==> config.mk <==
export PLATFORM = sky130hd
export DESIGN_NAME = rotr_unit
export DESIGN_NICKNAME = d
export VERILOG_FILES = /design/src/rtl/rotr_pkg.sv /design/src/rtl/rotr_fixed.sv /design/src/rtl/rotr_mux2.sv /design/src/rtl/rotr_stage.sv /design/src/rtl/rotr_unit.sv
export SDC_FILE = /design/constraint.sdc
export NUM_CORES = 1
export LEC_CHECK = 0
export ABC_AREA = 1
export BUFFER_PORTS_ARGS = -buffer_cell sky130_fd_sc_hd__buf_2
export CAP_MARGIN = 10
export CORE_ASPECT_RATIO = 1.4
export CORE_MARGIN = 3
export CORE_UTILIZATION = 53
export DETAILED_ROUTE_END_ITERATION = 10
export GPL_ROUTABILITY_DRIVEN = 0
export GPL_TIMING_DRIVEN = 0
export PLACE_DENSITY = 0.9
export RECOVER_POWER = 100
export SYNTH_ARGS = -nofsm -noshare
export SYNTH_HDL_FRONTEND = slang
export SYNTH_SLANG_ARGS = --single-unit
==> constraint.sdc <==
create_clock -name vclk -period 2.1
set_input_delay 0.63 -clock vclk [all_inputs]
set_output_delay 0.63 -clock vclk [all_outputs]
set_load 0.02 [all_outputs]
==> src/rtl/rotr_pkg.sv <==
package rotr_pkg;
  // Default datapath width; must be a power of two.
  parameter int unsigned ROTR_DEFAULT_W = 16;
endpackage

==> src/rtl/rotr_fixed.sv <==
// Fixed-distance right rotation expressed as pure wiring.
module rotr_fixed #(
  parameter int unsigned WIDTH = 16,
  parameter int unsigned DIST  = 1
) (
  input  logic [WIDTH-1:0] d_i,
  output logic [WIDTH-1:0] d_o
);
  for (genvar i = 0; i < WIDTH; i++) begin : g_bit
    assign d_o[i] = d_i[(i + DIST) % WIDTH];
  end
endmodule

==> src/rtl/rotr_mux2.sv <==
// Word-wide 2:1 selector.
module rotr_mux2 #(
  parameter int unsigned WIDTH = 16
) (
  input  logic             sel_i,
  input  logic [WIDTH-1:0] a_i,
  input  logic [WIDTH-1:0] b_i,
  output logic [WIDTH-1:0] y_o
);
  always_comb begin
    if (sel_i) y_o = b_i;
    else       y_o = a_i;
  end
endmodule

==> src/rtl/rotr_stage.sv <==
// One cascade stage: conditional rotation by a power-of-two distance.
module rotr_stage #(
  parameter int unsigned WIDTH = 16,
  parameter int unsigned DIST  = 1
) (
  input  logic             en_i,
  input  logic [WIDTH-1:0] d_i,
  output logic [WIDTH-1:0] d_o
);
  logic [WIDTH-1:0] rotated;

  rotr_fixed #(.WIDTH(WIDTH), .DIST(DIST)) fixed_i (
    .d_i (d_i),
    .d_o (rotated)
  );

  rotr_mux2 #(.WIDTH(WIDTH)) mux_i (
    .sel_i (en_i),
    .a_i   (d_i),
    .b_i   (rotated),
    .y_o   (d_o)
  );
endmodule

==> src/rtl/rotr_unit.sv <==
// Variable right rotation built from log2(WIDTH) cascaded mux stages.
module rotr_unit #(
  parameter  int unsigned WIDTH = rotr_pkg::ROTR_DEFAULT_W,
  localparam int unsigned AMT_W = $clog2(WIDTH)
) (
  input  logic [WIDTH-1:0] data_i,
  input  logic [AMT_W-1:0] amt_i,
  output logic [WIDTH-1:0] data_o
);
  // stage_d[k] feeds stage k; stage_d[AMT_W] is the result.
  logic [WIDTH-1:0] stage_d [AMT_W+1];

  assign stage_d[0] = data_i;

  for (genvar k = 0; k < AMT_W; k++) begin : g_stage
    rotr_stage #(.WIDTH(WIDTH), .DIST(2 ** k)) stage_i (
      .en_i (amt_i[k]),
      .d_i  (stage_d[k]),
      .d_o  (stage_d[k+1])
    );
  end

  assign data_o = stage_d[AMT_W];
endmodule

==> flow_metrics.tcl, run 1 <==
set metrics [dict create \
    rows 17 \
    yosysWarnings 0 \
    start_util_pct 59.6 \
    die_w_um 42.5 \
    firstError "[ERROR DPL-0033] detailed placement checks failed during check placement." \
    cts_setup_buffers 4 \
    io_buffers 32 \
    place_ws_ns -0.124 \
    seq_area_frac_synth_pct 0 \
    ios 36 \
    status "did not finish" \
    hpwl_mm 2.45 \
    synth_area_per_cell_um2 5.62 \
    postCtsHoldBufs 0 \
    numPlacedInstances 227 \
    die_h_um 57.1 \
    syn_nets 196 \
    placed_area_mm2 0.00117 \
    syn_area_um2 988 \
    stop_stage "clock tree synthesis" \
    cts-resized-gates 87 \
    synth_cells 176 \
    ys_types 13 \
]
-- per-stage QoR --
stage,util [%],setup TNS [ns]
2_1_floorplan,-,0
3_3_place_gp,70.7,-1.01
3_5_place_dp,70.7,-1.49
-- cells in the mapped netlist --
library cell,instances,area share (%)
nand2_4,10,11
buf_6,4,4.6
inv_1,1,0.38
inv_2,1,0.38
buf_4,2,1.5
inv_8,1,1.1
inv_4,1,0.63
nand3_2,20,20
buf_12,1,2.0
nand3_1,44,22
buf_2,4,2.0
nand2_1,86,33
clkbuf_4,1,0.76
-- cell families after synthesis --
family	after synthesis	share of synthesized area (%)
buffers and inverters	16	13.4
AND/OR/NAND/NOR	160	86.6
==> run 2: changes to the inputs <==
Settings changed: CORE_AREA from default to 3 3 64 66, CORE_ASPECT_RATIO 1.4 to default, CORE_MARGIN 3 to default, CORE_UTILIZATION 53 to default, DIE_AREA from default to 0 0 67 69, PLACE_DENSITY 0.9 to default, PLACE_DENSITY_LB_ADDON from default to 0.15.
==> flow_metrics.tcl, run 2 <==
set metrics [dict create \
    start_util_pct 27.2 \
    final_nets 235 \
    num_vias 1308 \
    synthTopCellsByCount "nand2_1 (86), nand3_1 (44), nand3_2 (20)" \
    yosys-top-cells-area "nand2_1 (33%), nand3_1 (22%), nand3_2 (20%)" \
    tightest_slew_ns 0.216 \
    relSlewSlack_pct 85.6 \
    power_frac_clock_pct 0 \
    finalMaxSlewViolations 0 \
    regArea_um2 0 \
    drtIter0Drc 58 \
    timing.fmax_ghz 0.458 \
    post-route-period-util_pct 104 \
    crit_required_ns 1.47 \
    synth_top_area_cell "nand2_1" \
    ios 36 \
    setup_slack_ns -0.0823 \
    vdd_drop_max_uv 133 \
    antenna_found_initial 0 \
    cp-startpoint "amt_i[0]" \
    cp-end-kind "output port" \
    maxCapViolations 0 \
    die-area_mm2 0.00462 \
    syn_area_um2 988 \
    p_leak_nw 0.855 \
    finalSetupViolCount 16 \
    yosysWarnings 0 \
    hold_path_startpoint "amt_i[3]" \
    worst_setup_path_start_kind "input pin" \
    antennaDiodeCount 0 \
    hpwl_mm 2.76 \
    most-common-layout-cells "nand2_1 (61), nand3_2 (27), nand3_1 (25)" \
    rsz0062_at_grt "true" \
    drive_above_1_share_pct 59.2 \
    final_cell_area_mm2 0.00175 \
    core_mm2 0.00363 \
    post-synth-top-count-cell "nand2_1" \
    synth_top_area_share_pct 32.7 \
    n_clock_buffer 0 \
    synthToLayoutAreaGrowth_pct 77.0 \
    drc 0 \
    die_w_um 67 \
    drt-pass1-iter-count 4 \
    finalHoldViolations 0 \
    die_h_um 69 \
    min-delay-path-class "input pin to output port" \
    intPower_w 0.000220 \
    syn_nets 196 \
    post_drt_via_cell_ratio 5.01 \
    min_period_ns 2.18 \
    powerDensity_mw_per_mm2 292 \
    ys_types 13 \
    grt_max_degree 11 \
    wl_per_cell_um 14.2 \
    switchingPower_w 0.000291 \
    setup_tns_ns -1.04 \
    rows 22 \
    grt_use_total_pct 16.4 \
    io_buffers 32 \
    placed_area_mm2 0.00121 \
    final_common_cell "nand2_1" \
    critical_path_class "input pin to output port" \
    status "finished with violations" \
    violations "setup timing" \
    grt_pass1_wl_mm 6.13 \
    comb_power_share_pct 100.0 \
    routed_wl_mm 3.70 \
    synth_area_per_cell_um2 5.62 \
    synth_cells 176 \
    gr-total-overflow 0 \
    seq_cells 0 \
    swShare_pct 56.9 \
    seqPwrFrac_pct 0 \
    seq_area_frac_synth_pct 0 \
    grt_pass1_vias 1291 \
    cp_max_fo 8 \
    postCtsHoldBufs 0 \
    ant_nets 0 \
    arrival_ns 1.55 \
]
[run 2: cell counts after synthesis]
No cell type changed its count.
[run 2: final timing paths]
| check | end | depth (start not counted) | slack [ns] |
|---|---|---|---|
| min | data_o[2] | 4 | 1.66 |
| max | data_o[3] | 10 | -0.08 |
[run 2: routing by layer]
layer	track usage, %	up-vias	routed length, µm
li1	-	656	-
met1	21.5	608	1490
met2	29.0	36	1970
met3	0.326	8	142
met4	3.60	0	97
met5	0	-	0
[run 2: power groups by stage]
stage / Sequential (W) / Clock, W / Combinational [W]
final: 0 / 0 / 0.000511
after global routing: 0 / 0 / 0.000552
after CTS: 0 / 0 / 0.000473
after detailed placement: 0 / 0 / 0.000351
after global placement: 0 / 0 / 0.000354
after floorplan: 0 / 0 / 0.000248
[run 2: logic make-up (layout without fill, tap and decap cells)]
logic type | after synthesis | in the layout | synth area share, %
buf+inv | 16 | 53 | 13.4
simple gates | 160 | 160 | 86.6
[run 2: worst max-delay path: stages]
cell and delay, ns:
buf_12 0.12, inv_12 0.08, buf_16 0.16, nand2_8 0.07, nand3_4 0.07, nand3_2 0.08
nand2_2 0.08, nand2_1 0.06, nand2_2 0.08, buf_6 0.11
[run 2: metrics by stage]
stage | std cells | hold WS (ns) | utilization, % | power [W] | setup slack, ns
4_1_cts | 261 | 1.67 | 44.4 | 0.000473 | -0.0616
2_1_floorplan | 176 | 1.58 | - | 0.000248 | 0.0421
5_1_grt | 261 | 1.69 | 48.1 | 0.000552 | -0.165
6_report | 261 | 1.66 | 48.1 | 0.000511 | -0.0823
3_5_place_dp | 256 | 1.67 | 33.3 | 0.000351 | -0.135
3_3_place_gp | 256 | 1.67 | 33.3 | 0.000354 | -0.145
[run 2: repair_timing]
action / in CTS / in global routing
pin swaps: 22 / 19
setup buffers: 3 / 0
gates cloned: 2 / 0
resized for setup: 81 / 32
setup endpoints to repair: 16 / 16
[run 2: layout make-up]
type | instances | area (µm²)
multi-input combinational | 160 | 1150
timing repair buffer | 37 | 338
buffer | 12 | 161
fill | 395 | 1880
tap | 48 | 60.1
inverter | 4 | 37.5
No activity file was read; power rests on OpenSTA's default activity.
==> run 3: changes to the inputs <==
Settings changed: CORE_AREA 3 3 64 66 to 2 2 63 65, DIE_AREA 0 0 67 69 to 0 0 65 67.
Clock period 2.1 ns to 1.9 ns, I/O delays scaled along.
==> flow_metrics.tcl, run 3 (synthesized netlist as in run 2, its figures left out) <==
set metrics [dict create \
    status "finished with violations" \
    violations "setup timing" \
    num_vias 1321 \
    die_h_um 67 \
    grt_max_degree 11 \
    drive_above_1_share_pct 67.3 \
    worst_setup_path_start_kind "input pin" \
    final_common_cell "nand2_1" \
    cp_max_fo 8 \
    rows 22 \
    intPower_w 0.000254 \
    antenna_found_initial 0 \
    critPathMostFrequentCell "nand2_1" \
    crit_required_ns 1.33 \
    die-area_mm2 0.00436 \
    setup_slack_ns -0.154 \
    swShare_pct 56.7 \
    die_w_um 65 \
    fin_util_pct 50.3 \
    hpwl_mm 2.69 \
    grt_pass1_wl_mm 6.29 \
    post_drt_via_cell_ratio 5.04 \
    holdPathEnd "data_o[1]" \
    postCtsHoldBufs 0 \
    wl_per_cell_um 14.4 \
    maxCapViolations 0 \
    crit_buf_inv 4 \
    core_mm2 0.00361 \
    num-fill-cells 357 \
    min-delay-path-class "input pin to output port" \
    critical_path_class "input pin to output port" \
    relSlewSlack_pct 85.9 \
    antennaDiodeCount 0 \
    io_buffers 32 \
    most-common-layout-cells "nand2_1 (47), nand2_2 (33), nand3_2 (32)" \
    timing.fmax_ghz 0.487 \
    hold_ws_ns 1.54 \
    final_nets 236 \
    post-route-period-util_pct 108 \
    start_util_pct 27.4 \
    ios 36 \
    grt_use_total_pct 18.0 \
    cpPeakStageDelay_ns 0.15 \
    final_cell_area_mm2 0.00181 \
    gr-total-overflow 0 \
    min_path_cells 4 \
    rsz0062_at_grt "true" \
    synthToLayoutAreaGrowth_pct 83.4 \
    setup_tns_ns -2.06 \
    crit_family "buffers and inverters" \
    min_period_ns 2.05 \
    finalSetupViolCount 16 \
    regArea_um2 0 \
    finalHoldViolations 0 \
    routed_wl_mm 3.77 \
    placed_area_mm2 0.00125 \
    multi_input_comb_area_mm2 0.00120 \
    comb_power_share_pct 100.0 \
    hold_path_startpoint "amt_i[3]" \
    drt-pass1-iter-count 4 \
    switchingPower_w 0.000333 \
    crit_path_cell_trace "buf_12 > inv_12 > buf_16 > nand2_8 > nand3_2 > nand3_1 > nand2_1 > nand2_1 > nand2_2 > buf_6" \
    drc 0 \
    seq_cells 0 \
    grt_pass1_vias 1393 \
    seqPwrFrac_pct 0 \
    vdd_drop_max_uv 133 \
    cp-end-kind "output port" \
    worst_path_max_delay_cell "buf_16" \
    power_frac_clock_pct 0 \
    arrival_ns 1.48 \
    p_leak_nw 0.889 \
    tightest_slew_ns 0.212 \
    drtIter0Drc 45 \
    n_clock_buffer 0 \
    finalMaxSlewViolations 0 \
    ant_nets 0 \
    place_ws_ns -0.223 \
    powerDensity_mw_per_mm2 323 \
]
## run 3: cell count changes in the layout (fill, tap and decap cells not counted), sizes merged
cell | previous run | this run
clkbuf | 0 | 1
## run 3: per-layer routing
layer	GRT usage, %	share of wire [%]	up-vias
met4	1.86	1.4	0
met5	0	0	-
met2	36.0	54	34
met3	0.169	3.6	4
li1	-	-	664
met1	22.0	41	619
## run 3: per-stage QoR
step	power [W]	std cells
2_1_floorplan	0.000293	176
3_3_place_gp	0.000406	256
3_5_place_dp	0.000405	256
4_1_cts	0.000540	262
5_1_grt	0.000633	262
6_report	0.000586	262
## run 3: worst max path at each step
stage	from	endpoint	slack [ns]	cells after the start
after floorplan	amt_i[0]	data_o[2]	-0.0009	9
after global placement	amt_i[0]	data_o[3]	-0.22	10
after detailed placement	amt_i[2]	data_o[3]	-0.22	8
after CTS	amt_i[0]	data_o[2]	-0.13	10
after global routing	amt_i[0]	data_o[9]	-0.22	10
final	amt_i[0]	data_o[2]	-0.15	10
## run 3: cell type report
cell class | count | share of cell area [%]
Multi-Input combinational cell | 160 | 66.4
Timing Repair Buffer | 38 | 19.0
Buffer | 12 | 9.18
Inverter | 4 | 2.07
Tap cell | 48 | 3.31
## run 3: repair_timing
| item | CTS | global route |
|---|---|---|
| endpoints found under the setup margin | 16 | 16 |
| gates cloned | 2 | 0 |
| gates resized for setup | 83 | 34 |
| endpoints found under the hold margin | 0 | 0 |
| setup buffers | 4 | 0 |
| pin swaps | 12 | 11 |
## run 3: power groups by stage
stage	Combinational (W)	Sequential, W	Clock [W]
final	0.000586	0	0
after global routing	0.000633	0	0
after CTS	0.000540	0	0
after detailed placement	0.000405	0	0
after global placement	0.000406	0	0
after floorplan	0.000293	0	0
==> run 4: changes to the inputs <==
Settings changed: ABC_AREA 1 to default, CAP_MARGIN 10 to default.
==> flow_metrics.tcl, run 4 <==
set metrics [dict create \
    crit_required_ns 1.33 \
    placed_area_mm2 0.00103 \
    drtIter0Drc 55 \
    vdd_drop_max_uv 97.5 \
    relSlewSlack_pct 70.2 \
    worst_path_max_delay_cell "mux4_2" \
    yosys-top-cells-area "mux4_2 (70%), mux4_1 (23%), buf_12 (2.5%)" \
    post_drt_via_cell_ratio 5.48 \
    multi_input_comb_area_um2 736 \
    die_h_um 67 \
    seq_area_frac_synth_pct 0 \
    antenna_found_initial 0 \
    synthToLayoutAreaGrowth_pct 45.2 \
    drive_above_1_share_pct 93.2 \
    die_w_um 65 \
    antennaDiodeCount 0 \
    place_ws_ns -0.755 \
    synth_cells 40 \
    min_period_ns 2.58 \
    fin_util_pct 32.3 \
    core_mm2 0.00361 \
    finalPower_w 0.000462 \
    final_common_cell "mux4_2" \
    status "finished with violations" \
    hpwl_mm 1.83 \
    ant_nets 0 \
    finalMaxSlewViolations 0 \
    cp_max_fo 8 \
    grt_pass1_vias 665 \
    critical_path_class "input pin to output port" \
    powerDensity_mw_per_mm2 396 \
    finalSetupViolCount 16 \
    wl_per_cell_um 17.6 \
    most-common-layout-cells "mux4_2 (28), buf_6 (17), buf_2 (17)" \
    num-fill-cells 356 \
    ys_types 7 \
    syn_area_um2 803 \
    arrival_ns 2.01 \
    routed_wl_mm 2.15 \
    timing.fmax_ghz 0.388 \
    violations "setup timing" \
    regArea_um2 0 \
    synth_area_per_cell_um2 20.1 \
    post-route-period-util_pct 136 \
    min_path_cells 3 \
    grt_use_total_pct 9.96 \
    synthTopCellsByCount "mux4_2 (25), mux4_1 (7), clkbuf_1 (3)" \
    numPlacedInstances 120 \
    cpPeakStageDelay_ns 0.54 \
    grt_pass1_wl_mm 3.43 \
    cp-end-kind "output port" \
    io_buffers 32 \
    worst_setup_path_start_kind "input pin" \
    synth_top_area_share_pct 70.1 \
    synth_top_area_cell "mux4_2" \
    rsz0062_at_grt "true" \
    seq_cells 0 \
    start_util_pct 22.3 \
    die-area_mm2 0.00436 \
    maxCapViolations 0 \
    post-synth-top-count-cell "mux4_2" \
    final_nets 96 \
    yosysWarnings 0 \
    drt-pass1-iter-count 4 \
    num_vias 669 \
    min-delay-path-class "input pin to output port" \
    drc 0 \
    p_leak_nw 0.440 \
    grt_max_degree 11 \
    finalHoldViolations 0 \
    setup_slack_ns -0.677 \
    crit_path_cell_trace "buf_12 > buf_12 > mux4_2 > mux4_2 > buf_6" \
    rows 22 \
    syn_nets 60 \
    layout.cells.non_filler 122 \
    n_clock_buffer 0 \
    gr-total-overflow 0 \
    ios 36 \
    postCtsHoldBufs 0 \
    final_cell_area_mm2 0.00117 \
    tightest_slew_ns 0.448 \
]
==> run 4: power breakdown <==
part | switching (W) | internal [W] | leakage [nW] | total [W]
Clock | 0 | 0 | 0 | 0
Sequential | 0 | 0 | 0 | 0
Combinational | 0.000202 | 0.000259 | 0.440 | 0.000462
==> run 4: cells by family (layout without fill, tap and decap cells) <==
kind of cell | Yosys count | after routing | share of synthesized area, %
buffers and inverters | 8 | 42 | 7.01
multiplexers | 32 | 32 | 93.0
==> run 4: worst paths after layout <==
path	from	endpoint	slack (ns)
setup / recovery	amt_i[0]	data_o[6]	-0.68
hold / removal	amt_i[2]	data_o[4]	1.75
==> run 4: critical path, delay by kind of cell <==
kind	cells	cell delay, ns
buffers and inverters	3	0.38
muxes	2	1.05
==> run 4: metrics by stage <==
stage,setup TNS (ns),hold slack (ns)
floorplan,-8.54,1.66
global placement,-11.77,1.80
detailed placement,-11.67,1.80
CTS,-10.77,1.77
global route,-11.26,1.81
finish,-10.72,1.75
==> run 4: layout make-up <==
cell class / count / area share, %
Buffer: 8 / 6.44
Multi-Input combinational cell: 32 / 63.1
Tap cell: 48 / 5.15
Timing Repair Buffer: 34 / 25.3
==> run 4: what timing repair did <==
| item | in CTS | in global routing |
|---|---|---|
| setup endpoints to repair | 16 | 16 |
| gates cloned | 1 | 0 |
| buffers inserted | 1 | 0 |
| gates resized for setup | 37 | 4 |
==> run 4: metal layers <==
| metal | wire, µm | share of wire, % | vias up | global-route usage, % |
|---|---|---|---|---|
| met5 | 0 | 0 | - | 0 |
| met4 | 0 | 0 | 0 | 0 |
| met3 | 116 | 5.4 | 0 | 0.169 |
| met2 | 1030 | 48 | 32 | 17.0 |
| met1 | 999 | 47 | 356 | 15.1 |
| li1 | - | - | 281 | - |
